==> src/rtl/elc_pkg.sv <==
package elc_pkg;
  localparam int unsigned WORD_W    = 32;
  localparam int unsigned LINES_DEF = 40;
  localparam logic [39:0] DIRECT_DEF = 40'h87_FF82_0000;

  typedef enum logic [2:0] {
    SEL_MASK   = 3'd0,
    SEL_EVMASK = 3'd1,
    SEL_RISE   = 3'd2,
    SEL_FALL   = 3'd3,
    SEL_SWTRIG = 3'd4,
    SEL_PEND   = 3'd5
  } reg_sel_e;

  localparam logic [2:0] SEL_LAST = 3'd5;
endpackage

==> src/rtl/elc_sync.sv <==
module elc_sync #(
  parameter int unsigned NUM_LINES   = 40,
  parameter int unsigned SYNC_STAGES = 2
) (
  input  logic                 clk,
  input  logic                 rst_n,
  input  logic [NUM_LINES-1:0] src_in,
  output logic [NUM_LINES-1:0] cur_o,
  output logic [NUM_LINES-1:0] prev_o
);
  localparam int unsigned LAST = SYNC_STAGES - 1;

  logic [NUM_LINES-1:0] stg_q [SYNC_STAGES];
  logic [NUM_LINES-1:0] stg_n [SYNC_STAGES];
  logic [NUM_LINES-1:0] prev_q, prev_n;

  // Stage inputs: the first stage takes the raw input, each later stage the one before it.
  always_comb begin
    stg_n[0] = src_in;
    for (int k = 1; k < SYNC_STAGES; k++) stg_n[k] = stg_q[k-1];
    prev_n = stg_q[LAST];
  end

  for (genvar k = 0; k < SYNC_STAGES; k++) begin : g_stage
    always_ff @(posedge clk or negedge rst_n) begin
      if (!rst_n) stg_q[k] <= '0;
      else        stg_q[k] <= stg_n[k];
    end
  end

  always_ff @(posedge clk or negedge rst_n) begin
    if (!rst_n) prev_q <= '0;
    else        prev_q <= prev_n;
  end

  assign cur_o  = stg_q[LAST];
  assign prev_o = prev_q;
endmodule

==> src/rtl/elc_edge.sv <==
module elc_edge #(
  parameter int unsigned          NUM_LINES   = 40,
  parameter int unsigned          GPIO_LINES  = 16,
  parameter logic [NUM_LINES-1:0] DIRECT_MASK = '0
) (
  input  logic [NUM_LINES-1:0] cur_i,
  input  logic [NUM_LINES-1:0] prev_i,
  input  logic [NUM_LINES-1:0] imr_i,
  input  logic [NUM_LINES-1:0] rsel_i,
  input  logic [NUM_LINES-1:0] fsel_i,
  output logic [NUM_LINES-1:0] hw_set_o
);
  // Only configurable lines below GPIO_LINES have a hardware source.
  localparam logic [NUM_LINES-1:0] GPIO_M = {NUM_LINES{1'b1}} >> (NUM_LINES - GPIO_LINES);
  localparam logic [NUM_LINES-1:0] HW_M   = GPIO_M & ~DIRECT_MASK;

  logic [NUM_LINES-1:0] rise, fall;

  always_comb begin
    rise     = cur_i & ~prev_i;
    fall     = ~cur_i & prev_i;
    hw_set_o = HW_M & imr_i & ((rsel_i & rise) | (fsel_i & fall));
  end
endmodule

==> src/rtl/elc_regs.sv <==
module elc_regs
  import elc_pkg::*;
#(
  parameter int unsigned          NUM_LINES   = 40,
  parameter int unsigned          ADDR_W      = 8,
  parameter logic [NUM_LINES-1:0] DIRECT_MASK = '0
) (
  input  logic                 clk,
  input  logic                 rst_n,
  input  logic                 wr_en,
  input  logic                 rd_en,
  input  logic [ADDR_W-1:0]    addr,
  input  logic [WORD_W-1:0]    wdata,
  input  logic [NUM_LINES-1:0] hw_set,
  output logic [WORD_W-1:0]    rdata,
  output logic                 bus_err,
  output logic [NUM_LINES-1:0] imr_q,
  output logic [NUM_LINES-1:0] rsel_q,
  output logic [NUM_LINES-1:0] fsel_q,
  output logic [NUM_LINES-1:0] swt_q,
  output logic [NUM_LINES-1:0] pend_q
);
  localparam int unsigned          BANKS  = (NUM_LINES + WORD_W - 1) / WORD_W;
  localparam int unsigned          BANK_W = (BANKS > 1) ? $clog2(BANKS) : 1;
  localparam int unsigned          HI_W   = ADDR_W - 5;
  localparam logic [NUM_LINES-1:0] CFG_M  = ~DIRECT_MASK;

  logic [HI_W-1:0]      hi_f;
  logic [2:0]           reg_f;
  logic [BANK_W-1:0]    bank_sel;
  logic                 mapped, we;
  reg_sel_e             sel;
  logic [NUM_LINES-1:0] wvec, lane, rvec, clr, sw_set;
  logic [NUM_LINES-1:0] imr_n, emr_n, rsel_n, fsel_n, swt_n, pend_n;
  logic [NUM_LINES-1:0] emr_q;
  logic [WORD_W-1:0]    rd_n, rdata_q;
  logic                 err_n, err_q;

  // Address decode
  always_comb begin
    hi_f     = addr[ADDR_W-1:5];
    reg_f    = addr[4:2];
    bank_sel = addr[5 +: BANK_W];
    mapped   = (addr[1:0] == 2'b00) && (reg_f <= SEL_LAST) && (hi_f < HI_W'(BANKS));
    we       = wr_en && mapped;
    sel      = reg_sel_e'(reg_f);
    err_n    = (wr_en || rd_en) && !mapped;
  end

  // Spread the word onto the line vector of the addressed bank
  always_comb begin
    for (int i = 0; i < NUM_LINES; i++) begin
      lane[i] = ((i / WORD_W) == int'(bank_sel));
      wvec[i] = wdata[i % WORD_W];
    end
  end

  // Next-state logic
  always_comb begin
    imr_n  = imr_q;
    emr_n  = emr_q;
    rsel_n = rsel_q;
    fsel_n = fsel_q;
    swt_n  = swt_q;
    clr    = '0;
    sw_set = '0;
    if (we) begin
      case (sel)
        SEL_MASK:   imr_n  = (imr_q & ~lane) | (wvec & lane);
        SEL_EVMASK: emr_n  = (emr_q & ~lane) | (wvec & lane);
        SEL_RISE:   rsel_n = (rsel_q & ~lane) | (wvec & lane & CFG_M);
        SEL_FALL:   fsel_n = (fsel_q & ~lane) | (wvec & lane & CFG_M);
        SEL_SWTRIG: begin
          swt_n  = (swt_q & ~lane) | (wvec & lane & CFG_M);
          sw_set = wvec & lane & CFG_M & ~swt_q & imr_q & ~pend_q;
        end
        SEL_PEND:   clr = wvec & lane & CFG_M;
        default:    ;
      endcase
    end
    swt_n  = swt_n & ~clr;
    // A fresh hardware edge overrides a clear in the same cycle.
    pend_n = (pend_q & ~clr) | sw_set | (hw_set & CFG_M);
  end

  // Read mux
  always_comb begin
    case (sel)
      SEL_MASK:   rvec = imr_q;
      SEL_EVMASK: rvec = emr_q;
      SEL_RISE:   rvec = rsel_q;
      SEL_FALL:   rvec = fsel_q;
      SEL_SWTRIG: rvec = swt_q;
      SEL_PEND:   rvec = pend_q;
      default:    rvec = '0;
    endcase
    rd_n = '0;
    if (mapped) begin
      for (int i = 0; i < NUM_LINES; i++) begin
        if ((i / WORD_W) == int'(bank_sel)) rd_n[i % WORD_W] = rvec[i];
      end
    end
  end

  // Registers
  always_ff @(posedge clk or negedge rst_n) begin
    if (!rst_n) begin
      imr_q   <= DIRECT_MASK;
      emr_q   <= '0;
      rsel_q  <= '0;
      fsel_q  <= '0;
      swt_q   <= '0;
      pend_q  <= '0;
      rdata_q <= '0;
      err_q   <= 1'b0;
    end else begin
      if (we) begin
        imr_q  <= imr_n;
        emr_q  <= emr_n;
        rsel_q <= rsel_n;
        fsel_q <= fsel_n;
        swt_q  <= swt_n;
      end
      pend_q <= pend_n;
      if (rd_en) rdata_q <= rd_n;
      err_q <= err_n;
    end
  end

  assign rdata   = rdata_q;
  assign bus_err = err_q;
endmodule

==> src/rtl/ext_line_ctrl.sv <==
module ext_line_ctrl
  import elc_pkg::*;
#(
  parameter int unsigned          NUM_LINES   = LINES_DEF,
  parameter int unsigned          GPIO_LINES  = 16,
  parameter int unsigned          SYNC_STAGES = 2,
  parameter int unsigned          ADDR_W      = 8,
  parameter logic [NUM_LINES-1:0] DIRECT_MASK = DIRECT_DEF[NUM_LINES-1:0]
) (
  input  logic                 clk,
  input  logic                 rst_n,
  input  logic                 wr_en,
  input  logic                 rd_en,
  input  logic [ADDR_W-1:0]    addr,
  input  logic [WORD_W-1:0]    wdata,
  output logic [WORD_W-1:0]    rdata,
  output logic                 bus_err,
  input  logic [NUM_LINES-1:0] src_in,
  output logic [NUM_LINES-1:0] irq_out
);
  logic [NUM_LINES-1:0] cur_s, prev_s, hw_set;
  logic [NUM_LINES-1:0] imr_q, rsel_q, fsel_q, swt_q, pend_q;

  elc_sync #(.NUM_LINES(NUM_LINES), .SYNC_STAGES(SYNC_STAGES)) u_sync (
    .clk(clk), .rst_n(rst_n), .src_in(src_in), .cur_o(cur_s), .prev_o(prev_s)
  );

  elc_edge #(.NUM_LINES(NUM_LINES), .GPIO_LINES(GPIO_LINES), .DIRECT_MASK(DIRECT_MASK)) u_edge (
    .cur_i(cur_s), .prev_i(prev_s), .imr_i(imr_q), .rsel_i(rsel_q), .fsel_i(fsel_q),
    .hw_set_o(hw_set)
  );

  elc_regs #(.NUM_LINES(NUM_LINES), .ADDR_W(ADDR_W), .DIRECT_MASK(DIRECT_MASK)) u_regs (
    .clk(clk), .rst_n(rst_n), .wr_en(wr_en), .rd_en(rd_en), .addr(addr), .wdata(wdata),
    .hw_set(hw_set), .rdata(rdata), .bus_err(bus_err),
    .imr_q(imr_q), .rsel_q(rsel_q), .fsel_q(fsel_q), .swt_q(swt_q), .pend_q(pend_q)
  );

  // Configurable lines report their pending flag; direct lines pass through when unmasked.
  assign irq_out = (pend_q & ~DIRECT_MASK) | (cur_s & DIRECT_MASK & imr_q);
endmodule

==> config.mk <==
export PLATFORM = sky130hd
export DESIGN_NAME = ext_line_ctrl
export DESIGN_NICKNAME = d
export VERILOG_FILES = /design/src/rtl/elc_pkg.sv /design/src/rtl/elc_sync.sv /design/src/rtl/elc_edge.sv /design/src/rtl/elc_regs.sv /design/src/rtl/ext_line_ctrl.sv
export SDC_FILE = /design/constraint.sdc
export NUM_CORES = 1
export LEC_CHECK = 0
export BUFFER_PORTS_ARGS = -buffer_cell sky130_fd_sc_hd__buf_4
export CORE_MARGIN = 2
export CORE_UTILIZATION = 47
export DETAILED_ROUTE_END_ITERATION = 7
export GPL_ROUTABILITY_DRIVEN = 1
export PLACE_DENSITY = 0.68
export SLEW_MARGIN = 5
export SYNTH_ARGS = -nofsm -noshare
export SYNTH_HDL_FRONTEND = slang
export SYNTH_HIERARCHICAL = 1
export SYNTH_SLANG_ARGS = --single-unit
==> constraint.sdc <==
create_clock -name clk -period 2.4 [get_ports clk]
set_input_delay 0.24 -clock clk [delete_from_list [all_inputs] [get_ports clk]]
set_output_delay 0.24 -clock clk [all_outputs]
set_load 0.02 [all_outputs]
======== After elaboration in Yosys (flattened, before gate mapping) ========
Cells that the tools add are included.
storage, ports and cells
  latch bits .............................. 0
  ROM bits ................................ 0
  memories ................................ 0
  output and inout bits ................... 73
  flip-flop bits (word level) ............. 392
  bits in writable memories ............... 0
  input port bits ......................... 84
  word-level logic and storage cells ...... 103
operators by class
  $lt $le $gt $ge ......................... 2
  bitwise operators ....................... 33
  $add $sub $neg .......................... 0
  div/mod/pow operators ................... 0
  shifts and indexed selects .............. 0
  reduce and logical (&&, ||, !) cells .... 12
  eq/ne operators ......................... 5
  $mul .................................... 0
  muxes and demuxes ....................... 40
operators with widths
  cell                                                        number
  bitwise AND 40 bit                                          11
  one-hot mux 40 bit (6 select lines)                         1
  2-to-1 mux 40 bit                                           5
  inverter 40 bit                                             4
  OR 40 x 39 -> 40 bit                                        4
  bitwise AND 39 bit                                          4
  OR 40 bit                                                   3
  inverter 39 bit                                             2
  bitwise AND 39 x 40 -> 40 bit                               1
  OR 39 x 40 -> 40 bit                                        1
  bitwise AND 16 x 39 -> 39 bit                               1
  2-to-1 mux 39 bit                                           1
  OR 39 bit                                                   1
  2-to-1 mux 1 bit                                            32
  2-to-1 mux 32 bit                                           1
  AND reduction 2 bit                                         4
  equality test 3 x 2 -> 1 bit, second input constant         2
  equality test 3 bit, second input constant                  2
  logical AND 1 bit                                           4
  equality test 3 x 1 -> 1 bit, second input constant         1
  less-or-equal comparator 3 bit, second input constant       1
  logical NOT 3 bit                                           1
  less-than comparator 3 x 2 -> 1 bit, second input constant  1
  logical NOT 2 bit                                           1
  other kinds (3)                                             3

======== Longest topological paths before layout ========
Gate-level depths: netlist of the first run.
  depth after elaboration ................. 9
  gate-level depth with buffers ........... 8
  mapped depth without buffers ............ 4

======== By module ========
Netlist of the first run, hierarchy kept.
modules (own cells, without submodules)
  module         times used  cells each  sequential area each (um2)  area an instance (um2)
  elc_regs       1           952         6498.7                      12017.8
  elc_sync       1           120         3002.9                      3002.9
  elc_edge       1           73          0.0                         524.3
  ext_line_ctrl  1           14          0.0                         87.6

======== Worst setup path before layout of the first run ========
OpenSTA, ideal clock, no wires.
  path kind ............................... in2reg
  from .................................... in addr[1]
  to ...................................... reg (tool-made name)
  buffers on the path ..................... 2
  stages .................................. 6
  path slack .............................. 0.711 ns
  library setup time ...................... 0.125 ns
  arrival time ............................ 1.564 ns
  required time ........................... 2.275 ns
  cells stage by stage .................... nor4_4 > buf_6 > nand3_1 > nor2_1 > buf_4 > mux2_2
RTL lines
  element          RTL line             RTL
  start, declared  ext_line_ctrl.sv:14  input logic [ADDR_W-1:0] addr,

======== Worst setup path in the final report of the first run ========
  from .................................... in addr[1]
  to ...................................... reg u_regs.rdata_q[14] (netlist: u_regs/rdata[14])
on the way
  cells in the longest elaborated chain, start to end .. 4
ends and longest elaborated chain
  element                         RTL line         RTL
  logical NOT 2 bit               elc_regs.sv:44   mapped = (addr[1:0] == 2'b00) && (reg_f <= SEL_LAST) && (hi_f < HI_W'(BANKS));
  logical AND 1 bit (2 in a row)  elc_regs.sv:44
  2-to-1 mux 32 bit               elc_regs.sv:98   if (mapped) begin
  end signal, assigned            elc_regs.sv:125  if (rd_en) rdata_q <= rd_n;
  end, declared                   elc_regs.sv:36   logic [WORD_W-1:0] rd_n, rdata_q;
No other way between the ends.
A chain may end at the register's enable or synchronous reset.

==> metrics.cfg, run 1 <==
[status]
run_status=completed

[timing]
tns_ns=0
setup_violations=0
min_period_over_period_pct=71.3
rsz0062_at_grt=false
fmax_mhz=584
slew_viol_final=0
min_period_ns=1.71
tightestPinTransition_ns=1.24
hold_viol=0
relSlewSlack_pct=17.2
fin_skew_ns=0.0117

[detailed_routing]
drc_errors=0
drt_iter0_drc=801
wire_per_inst_um=22.4
dr.pass1.iters=5
drt-total-wl_mm=38.3
vias_per_cell=5.88
ant_nets=0
num_vias=10061

[worst_setup_path]
end_kind=register
reg2reg_to=u_regs/rdata[6]
reg2regPathDepth=4
arrival_ns=2.12
worstPathCellList=buf_4 -> nor4_4 -> buf_4 -> and3_1 -> nand2_2 -> o32ai_1
path_common_cell=buf_4
path_class=input port to register
r2r-start=u_regs/pend_q[38]
slowest_stage=nor4_4
cp.required_ns=2.80
reg2reg_slack_ns=0.84
start_kind=input port
path_max_fanout=22
slowest_delay_ns=0.45

[floorplan]
die_x_um=179
dieArea_sq_um=31900
dieHeight_um=179
io-pin-count=157
num_rows=63
start_util_pct=48.1
core_sq_um=29800

[layout]
drive_above_1_share_pct=34.4
multi_input_area_sq_um=5470
antenna-diode-count=0
fin_area_sq_um=17700
nFillCells=2408
seq_area_sq_um=8400
area_growth_syn_to_layout_pct=23.6
nets=1383

[worst_hold_path]
hold_start=wdata[16]
hold_class=input port to register
hold_path_depth=2

[cts]
cts_buffer_depth=3
path_clk_slew_ns=0.06
cts_tree=yes
cts_htree_levels=2
cts_buffers=36
clock_sinks=335
worstSkewPairLatency_ns=0.52
cts-root-buf=clkbuf_16
cts_resized=0

[global_route]
track_usage_pct=24.3
grt_max_degree=69
grt_pass1_vias=10267
antenna_found_initial=0
grt-ovfl-total=0
grt_pass1_wl_mm=59.2

[placement]
gp_congestion=0.842
hpwl_mm=24.2
port_buffers=146
postPlaceCellArea_sq_um=16000

[logic_synthesis]
syn-cell-area_sq_um=14300
syn_avg_cell_area_sq_um=13.2
synth_cells=1086
yosysWarnings=6

[power]
p_per_area_nw_per_um2=702
ir_drop_uv=449
p_leak_nw=8.44

[job]
drv_cap=0

-- through the flow --
| step | power (mW) | instances | hold WS, ns | worst slack (ns) | util (%) |
|---|---|---|---|---|---|
| global placement | 6.95 | 1600 | 0.273 | 0.282 | 53.8 |
| global route | 12.8 | 1712 | 0.0333 | 0.600 | 59.4 |
| floorplan | 6.49 | 1095 | -0.0556 | 0.711 | - |
| detailed placement | 6.98 | 1600 | 0.271 | 0.244 | 53.8 |
| CTS | 12.5 | 1712 | 0.00846 | 0.772 | 59.4 |
| finish | 12.4 | 1712 | 0.0287 | 0.688 | 59.4 |
-- layout make-up --
type                    count  share of cell area [%]
inverters                  11                   0.233
repair buffers            250                    12.1
well taps                 390                    2.76
clock inverters             7                   0.396
clock buffers              54                    6.16
flip-flops and latches    335                    47.5
multi-input cells         665                    30.9
-- worst max-delay path by stage --
| stage | to | cells after the start | startpoint |
|---|---|---|---|
| 2_1_floorplan | register | 6 | addr[1] |
| 3_3_place_gp | u_regs/rdata[13] | 7 | addr[1] |
| 3_5_place_dp | u_regs/rdata[14] | 6 | addr[1] |
| 4_1_cts | u_regs/rdata[14] | 6 | addr[1] |
| 5_1_grt | u_regs/rdata[13] | 7 | addr[1] |
| 6_report | u_regs/rdata[14] | 6 | addr[1] |
-- power breakdown --
group | internal (mW) | leakage (nW) | switching, mW | total, mW
sequential | 5.86 | 4.37 | 0.141 | 6.00
clock | 3.24 | 0.571 | 2.23 | 5.47
combinational | 0.429 | 3.50 | 0.512 | 0.941
-- layout by cell type (no fill, tap or decap), drive strengths merged, types with 28 or more instances in the layout --
master,n
mux2i,28
a21oi,39
nand2,76
dlygate4sd3,51
o2bb2ai,32
clkbuf,54
dfrtp,321
nand4b,32
and2,45
mux2,171
buf,199
-- metal layers --
layer / track usage [%] / vias to the layer above / part of all wire, %
met2: 38.9 / 380 / 47
met4: 7.55 / 0 / 2.3
met5: 0 / - / 0
met3: 4.05 / 72 / 6.5
met1: 34.1 / 5174 / 44
li1: - / 4435 / -
-- worst max-delay path: cells and delay by family --
family / cells / cell delay (ns)
AND/OR/NAND/NOR: 3 / 1.05
buffers and inverters: 2 / 0.38
AO/OA/AOI/OAI: 1 / 0.43
-- what timing repair did --
action	in CTS	in global routing
hold endpoints to repair	115	0
buffers inserted	0	0
hold buffers	51	0
Power figures use the tool's default switching activity.
==> run 2: changes to the inputs <==
Settings changed: ABC_AREA set to 1, PLACE_DENSITY 0.68 to 0.7.
Clock period 2.4 ns to 1.45 ns, I/O delays scaled along.
==> run 2 against run 1 <==
Compared with the run above: the run now ends with setup timing left; non-clock buffer count rose by 62; clock power is 56% higher; area after synthesis up 4.9%; register-to-register slack worse by 0.49 ns; critical path type is now register to output pin; worst setup slack worse by 0.70 ns; wire length is 10% higher.
==> metrics.cfg, run 2 <==
[status]
run_status=finished with violations
violations=setup timing

[power]
p_total_mw=21.1  ; +70%
p_per_area_nw_per_um2=1110  ; +58%
ir_drop_uv=1120  ; +150%
p_leak_nw=9.48  ; +12%

[timing]
min_period_ns=1.46
hold_viol=0  ; unchanged
relSlewSlack_pct=65.1  ; +48 points
tightestPinTransition_ns=0.523  ; -0.716 ns
layout_setup_ws_ns=-0.0137  ; -0.702 ns
fin_skew_ns=0.0117  ; -0.00000180 ns
setup_violations=1  ; +1
fmax_mhz=683
slew_viol_final=0  ; unchanged
rsz0062_at_grt=true
min_period_over_period_pct=101

[logic_synthesis]
syn_avg_cell_area_sq_um=8.24  ; -38%
synth_cells=1823  ; +68%
syn-cell-area_sq_um=15000  ; +4.9%
yosysWarnings=6  ; unchanged

[worst_setup_path]
slowest_stage=dfstp_2
start_kind=register
cpLargestDelayFamily=flip-flops
path_max_fanout=2  ; -91%
slowest_delay_ns=0.55  ; +0.10 ns
arrival_ns=1.32  ; -0.80 ns
cp.depth=3  ; -3
critPathBufInv=2  ; unchanged
reg2reg_slack_ns=0.35  ; -0.49 ns
reg2regPathDepth=5  ; +1
cp.required_ns=1.31  ; -1.49 ns
worstPathCellList=nand2_2 -> inv_2 -> buf_6
endpoint=irq_out[28]
path_class=register to output pin
reg2reg_to=u_regs/rdata[7]
end_kind=output pin

[global_route]
grt_pass1_vias=13067  ; +27%
track_usage_pct=25.5  ; +1.2 points
grt-ovfl-total=0  ; unchanged
antenna_found_initial=0  ; unchanged
grt_max_degree=65  ; -5.8%
grt_pass1_wl_mm=67.9  ; +15%

[floorplan]
dieHeight_um=183  ; +2.3%
start_util_pct=47.7  ; -0.35 points
die_x_um=183  ; +2.3%
core_sq_um=31500  ; +5.6%
dieArea_sq_um=33400  ; +4.7%
num_rows=65  ; +3.2%
io-pin-count=157  ; unchanged

[cts]
clock_sinks=335  ; unchanged
cts-root-buf=clkbuf_16
worstSkewPairLatency_ns=0.52  ; about the same
cts_htree_levels=2  ; unchanged
cts_buffers=36  ; unchanged
cts_buffer_depth=3  ; unchanged
path_clk_slew_ns=0.06  ; about the same
cts_tree=yes

[detailed_routing]
vias_per_cell=5.30  ; -9.9%
wire_per_inst_um=16.8  ; -25%
drt-total-wl_mm=42.2  ; +10%
dr.pass1.iters=6  ; +1
num_vias=13298  ; +32%
ant_nets=0  ; unchanged
drc_errors=0  ; unchanged
drt_iter0_drc=1279  ; +60%

[placement]
gp_congestion=0.870  ; +3.4%
pre_cts_ws_ns=-0.166  ; -0.410 ns
postPlaceCellArea_sq_um=17200  ; +7.4%
dpl.cell_count=2376  ; +49%
hpwl_mm=28.6  ; +18%
port_buffers=146  ; unchanged

[layout]
final_cell_mix=nand2_1 (544), dfrtp_1 (321), buf_4 (212), inv_1 (195)
utilization_pct=60.5  ; +1.2 points
fin_area_sq_um=19100  ; +7.7%
layout_commonest_cell=nand2_1
nets=2169  ; +57%
instances_no_fill=2511  ; +47%
drive_above_1_share_pct=17.0  ; -17 points
antenna-diode-count=0  ; unchanged
area_growth_syn_to_layout_pct=26.9

[worst_hold_path]
hold_class=input port to register
hold_path_depth=4  ; +2

[job]
drv_cap=0  ; unchanged

-- run 2: cell types whose count changed in the layout (fill, tap and decap cells not counted), moves of 44 or more --
cell     change
nand2_1    +470
inv_1      +186
mux2_2     -165
o21ai_1    +136
nor2_1     +118
o21ai_0     +95
nand3_1     +85
nand4_1     +61
and2_1      -44
-- run 2: worst register-to-register path, cell delays in order (launching register included) --
cell	delay (ns)
dfstp_2	0.37
buf_4	0.13
nand3_1	0.08
nand2_1	0.06
o21ai_0	0.23
nand3_1	0.11
-- run 2: how the worst min path moves through the flow --
stage | startpoint | end | slack (ns)
2_1_floorplan | rst_n | asynchronous set/reset pin | -0.15
3_3_place_gp | rst_n | u_sync/stg_n[3] | 0.004
3_5_place_dp | rst_n | u_sync/stg_n[3] | 0.002
4_1_cts | wdata[5] | u_regs/swt_q[5] | 0.004
5_1_grt | wdata[5] | u_regs/swt_q[5] | 0.03
6_report | wdata[5] | u_regs/swt_q[5] | 0.01
-- run 2: per-layer routing --
metal	routed length, um	global-route usage [%]	vias up
li1	-	-	6338
met1	17500	34.5	6283
met2	20100	41.8	578
met3	3380	4.07	99
met4	1260	9.29	0
met5	0	0	-
-- run 2: repair_timing --
action	in CTS	in global routing
setup buffers	9	4
endpoints found under the setup margin	10	14
hold endpoints to repair	327	0
hold buffers	60	0
gates resized for setup	8	18
-- run 2: area by class of cell --
cell class              count  area (sq um)
multi-input cells        1188          5380
repair buffers            312          2890
clock buffers              54          1040
well taps                 402           503
inverters                 212           796
fillers                  2675         12400
flip-flops and latches    335          8400
clock inverters             8          47.5
-- run 2: where the power goes --
part	total (mW)	internal, mW	switching, mW
Combinational	2.31	0.941	1.37
Clock	8.52	4.95	3.57
Sequential	10.3	9.90	0.384
Total	21.1	15.8	5.32
-- run 2: through the flow --
stage | hold slack, ns | setup TNS (ns)
floorplan | -0.151 | 0
global placement | 0.00377 | -6.79
detailed placement | 0.00153 | -14.43
CTS | 0.00422 | -0.00295
global route | 0.0253 | -0.155
finish | 0.0135 | -0.0137
==> run 3: changes to the inputs <==
Settings changed: RECOVER_POWER set to 50.
==> run 3 against run 2 <==
Compared with the run above: the run still ends with setup timing left; core utilization is 0.41 points lower; final cell count stayed put; worst setup slack better by 0.0027 ns; clock skew is 0.0032 ns higher; critical path depth is the same; clock-buffer cell count unchanged; die area unchanged; global-route usage unchanged; total power is 0.20% lower; clock power about the same; sequential cell count is the same.
==> metrics.cfg, run 3 (synthesis results as in run 2) <==
[timing]
layout_setup_ws_ns=-0.0109  ; +0.00272 ns
fin_skew_ns=0.0149  ; +0.00320 ns
hold_slack_ns=0.0190  ; +0.00552 ns
setup_violations=1  ; unchanged
hold_viol=0  ; unchanged
min_period_over_period_pct=101  ; -0.19 points
relSlewSlack_pct=42.0  ; -23 points
min_period_ns=1.46  ; -0.00272 ns
tightestPinTransition_ns=0.869  ; +0.347 ns
rsz0062_at_grt=true
fmax_mhz=684  ; +0.19%
slew_viol_final=0  ; unchanged

[detailed_routing]
wl_met2_mm=20.1  ; about the same
met1_length_mm=17.6  ; +0.74%
drt_iter0_drc=1183  ; -7.5%
vias_per_cell=5.29  ; -0.13%
highest_layer=met4
dr_wl_met3_mm=3.30  ; -2.5%
drt-total-wl_mm=42.2  ; about the same
num_vias=13281  ; -0.13%
ant_nets=0  ; unchanged
dr.pass1.iters=5  ; -1
wire_per_inst_um=16.8  ; about the same
drc_errors=0  ; unchanged

[floorplan]
dieArea_sq_um=33400  ; unchanged
die_x_um=183  ; unchanged
dieHeight_um=183  ; unchanged
num_rows=65  ; unchanged
start_util_pct=47.7  ; unchanged
io-pin-count=157  ; unchanged
core_sq_um=31500  ; unchanged

[worst_setup_path]
reg2regPathDepth=5  ; unchanged
start_kind=register
path_class=register to output pin
cp.required_ns=1.31  ; about the same
path_max_fanout=2  ; unchanged
end_kind=output pin
arrival_ns=1.32  ; about the same

[global_route]
track_usage_pct=25.5  ; unchanged
grt-ovfl-total=0  ; unchanged
grt_max_degree=65  ; unchanged
grt_pass1_wl_mm=67.9  ; unchanged
antenna_found_initial=0  ; unchanged
grt_pass1_vias=13067  ; unchanged

[cts]
cts_buffers=36  ; unchanged
cts_tree=yes
cts_buffer_depth=3  ; unchanged
cts-root-buf=clkbuf_16
worstSkewPairLatency_ns=0.52  ; about the same
path_clk_slew_ns=0.06  ; about the same
clock_sinks=335  ; unchanged
cts_htree_levels=2  ; unchanged

[worst_hold_path]
hold_path_depth=4  ; unchanged
hold_class=input port to register

[layout]
antenna-diode-count=0  ; unchanged
final_cell_mix=nand2_1 (544), dfrtp_1 (321), inv_1 (195), buf_4 (179)
layout_commonest_cell=nand2_1
nFillCells=2690  ; +0.56%
area_growth_syn_to_layout_pct=26.1
fin_area_sq_um=18900  ; -0.67%
nets=2169  ; unchanged
instances_no_fill=2511  ; unchanged
drive_above_1_share_pct=16.9  ; -0.095 points

[power]
ir_drop_uv=1120  ; -0.37%
p_leak_nw=9.42  ; -0.61%
p_per_area_nw_per_um2=1110  ; +0.47%

[placement]
gp_congestion=0.870  ; unchanged
port_buffers=146  ; unchanged
hpwl_mm=28.6  ; unchanged
dpl.cell_count=2376  ; unchanged
postPlaceCellArea_sq_um=17200  ; unchanged

[job]
drv_cap=0  ; unchanged

[status]
run_status=finished with violations
violations=setup timing

==> run 3: timing repair <==
action	in CTS	in global routing
setup endpoints to repair	10	14
resized for setup	8	18
hold endpoints to repair	327	0
setup buffers	9	4
hold buffers	60	0
==> run 3: path summary, 6_finish.rpt <==
kind                                  startpoint           endpoint  slack [ns]
max in group asynchronous                  rst_n  u_regs/pend_q[11]        0.20
worst min-delay path                    wdata[5]    u_regs/swt_q[5]        0.02
worst min register to register  u_sync/stg_n[23]   u_sync/cur_o[23]        0.35
min in group asynchronous                  rst_n    u_sync/stg_n[3]        0.05
worst max-delay path                    register        irq_out[28]       -0.01
worst max register to register          register    u_regs/rdata[7]        0.36
==> run 3: metal layers <==
layer  GRT usage [%]  vias to the layer above
li1                -                     6325
met1            34.5                     6291
met2            41.8                      569
met3            4.07                       96
met4            9.29                        0
met5               0                        -
==> run 3: area by class of cell <==
| cell class | instances | area [sq um] | share of cell area, % |
|---|---|---|---|
| clock buffers | 54 | 1040 | 5.49 |
| clock inverters | 8 | 47.5 | 0.251 |
| inverters | 212 | 796 | 4.20 |
| multi-input cells | 1188 | 5380 | 28.4 |
| flip-flops and latches | 335 | 8400 | 44.4 |
| well taps | 402 | 503 | 2.66 |
| repair buffers | 312 | 2760 | 14.6 |
==> run 3: stage by stage <==
stage	utilization, %	setup WS [ns]	power, mW	setup TNS (ns)
after CTS	60.3	-0.00295	21.3	-0.00295
after floorplan	-	0.0886	11.5	0
final	60.1	-0.0109	21.1	-0.0109
after global routing	60.1	-0.0423	22.0	-0.155
after detailed placement	54.7	-0.166	12.6	-14.43
after global placement	54.7	-0.104	12.5	-6.79
==> run 3: worst max-delay path, cell delays in order, from the launching register on <==
cell     delay (ns)
dfstp_2        0.55
nand2_2        0.07
inv_2          0.07
buf_6          0.11
==> run 3: power breakdown <==
| group | switching [mW] | internal, mW | total (mW) |
|---|---|---|---|
| Combinational | 1.36 | 0.897 | 2.25 |
| Sequential | 0.382 | 9.90 | 10.3 |
| Clock | 3.58 | 4.95 | 8.53 |
| Total | 5.32 | 15.8 | 21.1 |
